**src/rtl/idm_pkg.sv**
```systemverilog
package idm_pkg;

    localparam logic [31:0] MODEL_MASK = 32'hFF0F_FFF0;
    localparam logic [31:0] VER_MASK   = 32'h00F0_000F;

    typedef struct packed {
        logic [31:0] model;
        logic [31:0] vmin;
        logic [31:0] vmax;
    } range_entry_t;

    typedef enum logic {
        ST_IDLE = 1'b0,
        ST_SCAN = 1'b1
    } scan_state_e;

    function automatic logic [31:0] model_of(input logic [31:0] word);
        return word & MODEL_MASK;
    endfunction

    function automatic logic [31:0] version_of(input logic [31:0] word);
        return word & VER_MASK;
    endfunction

    function automatic logic [31:0] make_model(input logic [7:0] imp, input logic [11:0] part);
        return {imp, 4'h0, 4'hF, part, 4'h0};
    endfunction

    function automatic logic [31:0] make_ver(input logic [3:0] variant, input logic [3:0] rev);
        return {8'h00, variant, 16'h0000, rev};
    endfunction

endpackage

```
**src/rtl/idm_table.sv**
```systemverilog
module idm_table
    import idm_pkg::*;
#(
    parameter int DEPTH = 8,
    localparam int IDX_W = (DEPTH > 1) ? $clog2(DEPTH) : 1
) (
    input  logic               clk,
    input  logic               rst,
    input  logic               wr_en,
    input  logic [IDX_W-1:0]   wr_idx,
    input  range_entry_t       wr_data,
    input  logic [IDX_W-1:0]   rd_idx,
    output range_entry_t       rd_data
);

    range_entry_t mem [DEPTH];

    for (genvar g = 0; g < DEPTH; g++) begin : g_slot
        always_ff @(posedge clk) begin
            if (rst) begin
                mem[g] <= '0;
            end else if (wr_en && (wr_idx == IDX_W'(g))) begin
                mem[g] <= wr_data;
            end
        end
    end

    assign rd_data = mem[rd_idx];

    AST_WRITE_LANDS: assert property (@(posedge clk) disable iff (rst)
        wr_en |=> (mem[$past(wr_idx)] == $past(wr_data)))
        else $error("table write lost");

endmodule

```
**src/rtl/idm_compare.sv**
```systemverilog
module idm_compare
    import idm_pkg::*;
(
    input  logic [31:0]  word,
    input  range_entry_t entry,
    output logic         is_end,
    output logic         hit
);

    logic [31:0] ver;
    logic        model_eq;
    logic        in_range;

    always_comb begin
        ver      = version_of(word);
        is_end   = (entry.model == 32'h0);
        model_eq = (model_of(word) == entry.model);
        in_range = (ver >= entry.vmin) && (ver <= entry.vmax);
        hit      = !is_end && model_eq && in_range;
    end

endmodule

```
**src/rtl/idm_scan_ctrl.sv**
```systemverilog
module idm_scan_ctrl
    import idm_pkg::*;
#(
    parameter int DEPTH = 8,
    localparam int IDX_W = (DEPTH > 1) ? $clog2(DEPTH) : 1,
    localparam logic [IDX_W-1:0] LAST = IDX_W'(DEPTH - 1)
) (
    input  logic             clk,
    input  logic             rst,
    input  logic             start,
    input  logic [31:0]      id_word,
    input  logic             is_end,
    input  logic             hit,
    output logic [IDX_W-1:0] ptr,
    output logic [31:0]      scan_word,
    output logic             busy,
    output logic             done,
    output logic             match,
    output logic [IDX_W-1:0] match_idx
);

    scan_state_e state;

    assign busy = (state == ST_SCAN);

    always_ff @(posedge clk) begin
        if (rst) begin
            state     <= ST_IDLE;
            ptr       <= '0;
            scan_word <= '0;
            done      <= 1'b0;
            match     <= 1'b0;
            match_idx <= '0;
        end else begin
            done <= 1'b0;
            case (state)
                ST_IDLE: begin
                    if (start) begin
                        state     <= ST_SCAN;
                        ptr       <= '0;
                        scan_word <= id_word;
                        match     <= 1'b0;
                        match_idx <= '0;
                    end
                end
                ST_SCAN: begin
                    if (is_end) begin
                        state <= ST_IDLE;
                        done  <= 1'b1;
                    end else if (hit) begin
                        state     <= ST_IDLE;
                        done      <= 1'b1;
                        match     <= 1'b1;
                        match_idx <= ptr;
                    end else if (ptr == LAST) begin
                        state <= ST_IDLE;
                        done  <= 1'b1;
                    end else begin
                        ptr <= ptr + IDX_W'(1);
                    end
                end
                default: state <= ST_IDLE;
            endcase
        end
    end

    AST_DONE_PULSE: assert property (@(posedge clk) disable iff (rst)
        done |=> !done)
        else $error("done longer than one cycle");

    AST_DONE_NOT_BUSY: assert property (@(posedge clk) disable iff (rst)
        done |-> !busy)
        else $error("done while busy");

    AST_PTR_ADVANCE: assert property (@(posedge clk) disable iff (rst)
        (busy && !is_end && !hit && (ptr != LAST)) |=> (busy && (ptr == $past(ptr) + IDX_W'(1))))
        else $error("pointer did not advance");

    AST_END_NO_MATCH: assert property (@(posedge clk) disable iff (rst)
        (busy && is_end) |=> (done && !match))
        else $error("end marker did not stop scan");

    AST_HIT_REPORTS: assert property (@(posedge clk) disable iff (rst)
        (busy && hit) |=> (done && match && (match_idx == $past(ptr))))
        else $error("hit not reported");

    AST_RESULT_HOLD: assert property (@(posedge clk) disable iff (rst)
        (!busy && !start) |=> ($stable(match) && $stable(match_idx)))
        else $error("result moved while idle");

    AST_START_IGNORED: assert property (@(posedge clk) disable iff (rst)
        (busy && start && !is_end && !hit && (ptr != LAST)) |=> (ptr != '0))
        else $error("start restarted scan");

endmodule

```
**src/rtl/id_range_matcher.sv**
```systemverilog
module id_range_matcher
    import idm_pkg::*;
#(
    parameter int DEPTH = 8,
    localparam int IDX_W = (DEPTH > 1) ? $clog2(DEPTH) : 1
) (
    input  logic             clk,
    input  logic             rst,
    input  logic             wr_en,
    input  logic [IDX_W-1:0] wr_idx,
    input  logic [31:0]      wr_model,
    input  logic [31:0]      wr_vmin,
    input  logic [31:0]      wr_vmax,
    input  logic [31:0]      id_word,
    input  logic             start,
    output logic             busy,
    output logic             done,
    output logic             match,
    output logic [IDX_W-1:0] match_idx
);

    range_entry_t     wr_data;
    range_entry_t     cur_entry;
    logic [IDX_W-1:0] ptr;
    logic [31:0]      scan_word;
    logic             is_end;
    logic             hit;

    assign wr_data = '{model: wr_model, vmin: wr_vmin, vmax: wr_vmax};

    idm_table #(.DEPTH(DEPTH)) u_table (
        .clk     (clk),
        .rst     (rst),
        .wr_en   (wr_en),
        .wr_idx  (wr_idx),
        .wr_data (wr_data),
        .rd_idx  (ptr),
        .rd_data (cur_entry)
    );

    idm_compare u_cmp (
        .word   (scan_word),
        .entry  (cur_entry),
        .is_end (is_end),
        .hit    (hit)
    );

    idm_scan_ctrl #(.DEPTH(DEPTH)) u_ctrl (
        .clk       (clk),
        .rst       (rst),
        .start     (start),
        .id_word   (id_word),
        .is_end    (is_end),
        .hit       (hit),
        .ptr       (ptr),
        .scan_word (scan_word),
        .busy      (busy),
        .done      (done),
        .match     (match),
        .match_idx (match_idx)
    );

endmodule

```
**config.mk**
```make
export PLATFORM = sky130hd
export DESIGN_NAME = id_range_matcher
export DESIGN_NICKNAME = d
export VERILOG_FILES = /design/src/rtl/idm_pkg.sv /design/src/rtl/idm_table.sv /design/src/rtl/idm_compare.sv /design/src/rtl/idm_scan_ctrl.sv /design/src/rtl/id_range_matcher.sv
export SDC_FILE = /design/constraint.sdc
export NUM_CORES = 1
export LEC_CHECK = 0
export CAP_MARGIN = 20
export CORE_MARGIN = 5
export CORE_UTILIZATION = 48
export DETAILED_ROUTE_END_ITERATION = 8
export PLACE_DENSITY = 0.74
export SYNTH_ARGS = -nofsm -noshare
export SYNTH_HDL_FRONTEND = slang
export SYNTH_SLANG_ARGS = --single-unit
```
**constraint.sdc**
```tcl
create_clock -name clk -period 15.8 [get_ports clk]
set_input_delay 3.16 -clock clk [delete_from_list [all_inputs] [get_ports clk]]
set_output_delay 3.16 -clock clk [all_outputs]
set_load 0.01 [all_outputs]
```
==> metrics.yaml <==
ys_warn_count: 0
reg2reg_slack_ns: 10.93
synthDistinctLibCells: 66
drc_errors: 0
routabilityCongestion: 0.820
yosys.area.top_type: "edfxtp_1"
clk_pin_slew_ns: 0.06
p_leak_nw: 13.7
synthTopCellsByArea: "edfxtp_1 66%, and2_1 14%, mux4_2 4.7%"
cp-start-kind: "input port"
crit_fanout: 66
layout_commonest_cell: "and2_1"
syn_area_per_cell_sq_um: 14.7
avgRoutedWirePerCell_microns: 22.9
power_mw: 4.87
ir_worst_vdd_uv: 78.9
critPathCaptureType: "register"
setup_viol: 0
nets: 2636
timing.final.crit_share: 0.360
cts.sinks: 812
cp.arrival_ns: 5.92
slew_violations: 0
cap_viol_max_count: 0
hold_ws_ns: 0.462
clkLatencyLatePin_ns: 0.64
grt_use_met3: 0.0380
dieArea_sq_mm: 0.0780
netlist_area_sq_mm: 0.0348
post_cts_buffers: 0
area_growth_pct: 15.1
reg2reg_to: "u_ctrl.ptr[0]"
fin_tns_setup_ns: 0
min_to: "u_ctrl.match"
hold_buffers: 0
cts_resized: 0
crit_required_ns: 16.03
yosysSeqAreaShare: 0.688
power_density_mw_per_mm2: 122
synth_nets: 2515
path_buf_inv: 2
coreArea_sq_mm: 0.0717
period_needed_ns: 5.68
yosysTopAreaCellShare: 0.662
synth_flop_cell: "edfxtp_1"
r2r_cells: 12
grt-busiest-layer: "met2"
initial_core_util: 0.485
grt_use_met2: 0.342
path_cells: "clkdlybuf4s50_1, nand2_1, o21bai_4, buf_4"
relSlewSlack: 0.264
vias_per_cell: 5.65
track_usage: 0.205
cts-root-buf: "clkbuf_16"
cts_tree: "built"
fmax_ghz: 0.176
ys_ff_latch: 812
rows: 98
clk_path_buf_depth: 3
grt_pass1_vias: 20500
die_x_microns: 279
drtIter0Drc: 1685
min_from: "u_ctrl.match"
worst_slew_pin_slew_ns: 1.10
final_antenna_net_count: 0
synthArstFlopShare: 0
drive_above_1_share: 0.102
critPathSlowestCell: "o21bai_4"
crit_family: "buffers and inverters"
grtUsageMet1: 0.271
drt-pass1-iter-count: 5
hold_violations: 0
layout_common_cells: "769 x and2_1, 768 x edfxtp_1, 139 x clkdlybuf4s50_1"
htreeDepth: 3
cp_num_cells: 4
antenna_found_initial: 9
criticalPathCategory: "input port to register"
critPathMaxStageDelay_ns: 0.91
syn_inst: 2362
hold_depth: 2
grt_max_degree: 97
dpl.hpwl_mm: 47.7
grt_pass1_wl_mm: 122
rsz0062_at_grt: "false"
cts_buffers: 81
hold_path.class: "register to register"
wirelength_mm: 80.5
status: "finished, final reports clean"
fin_skew_ns: 0.0203
synth_edf_count: 768
die_y_microns: 279
num_vias: 19800
io_pins: 141
gr-total-overflow: 0
port_buffers: 140
==> Yosys cell counts, types with 13 or more instances <==
cell / count
mux4_2: 73
xnor2_1: 15
o21ai_0: 17
dfxtp_1: 44
nand3_1: 29
a21oi_1: 51
nor2_1: 23
buf_2: 13
clkbuf_1: 90
nor4_1: 103
ha_1: 18
nor3_1: 30
nand2_1: 95
and2_1: 769
mux2i_1: 52
edfxtp_1: 768
==> layout make-up <==
type	instances	area [sq um]
fill	5450	31700
sequential	812	24000
multi-input combinational	1414	10400
clock buffer	106	2220
timing repair buffer	167	1640
tap	950	1190
clock inverter	45	641
inverter	7	28.8
antenna	8	20.0
==> worst min-delay path, stage by stage, from the launching register on <==
cell and delay (ns):
dfxtp_1 0.31, inv_1 0.05, a211oi_1 0.05
==> flip-flops by register name, summed over array words and instances (netlist names), named ones only <==
signal            cells
u_ctrl.busy           1
u_ctrl.scan_word     32
u_ctrl.ptr            3
u_ctrl.done           1
u_table.mem         768
u_ctrl.match          1
u_ctrl.match_idx      3
==> layer usage <==
| layer | vias up | routed length [microns] |
|---|---|---|
| li1 | 8927 | - |
| met1 | 10100 | 33000 |
| met2 | 704 | 39400 |
| met3 | 150 | 5600 |
| met4 | 4 | 2380 |
| met5 | - | 33 |
==> worst max-delay path by stage <==
| stage | from | to | slack (ns) |
|---|---|---|---|
| floorplan | wr_idx[1] | u_table.mem[5][0] | 7.43 |
| global placement | wr_idx[0] | u_table.mem[7][45] | 9.57 |
| detailed placement | wr_idx[0] | u_table.mem[6][36] | 9.49 |
| CTS | wr_idx[0] | u_table.mem[6][38] | 10.12 |
| global route | wr_idx[1] | u_table.mem[7][41] | 9.95 |
| finish | wr_idx[0] | u_table.mem[7][45] | 10.12 |
==> power breakdown <==
group / switching (mW) / total (mW) / internal, mW
logic: 0.177 / 0.291 / 0.114
registers: 0.0513 / 2.55 / 2.50
clock network: 0.795 / 2.04 / 1.24
total: 1.02 / 4.87 / 3.85
==> logic make-up (layout without fill, tap and decap cells) <==
family,after synthesis,in the layout,share of synthesized area
and+or+nand+nor,1114,1114,0.192
buffers and inverters,136,325,0.0185
DFF,812,812,0.688
other,0,8,0
muxes,132,132,0.0666
AOI/OAI and AO/OA,126,126,0.0232
adders and majority gates,18,18,0.00647
xor gates and xnor gates,24,24,0.00604
==> per-stage QoR <==
| step | area [sq um] | instances | setup slack (ns) | util |
|---|---|---|---|---|
| after detailed placement | 37100 | 3348 | 9.49 | 0.518 |
| final | 40100 | 3509 | 10.12 | 0.559 |
| after global placement | 37100 | 3348 | 9.57 | 0.518 |
| after floorplan | 34800 | 2362 | 7.43 | - |
| after CTS | 40000 | 3499 | 10.12 | 0.558 |
| after global routing | 40100 | 3507 | 9.95 | 0.559 |
(Power assumes the default switching activity.)
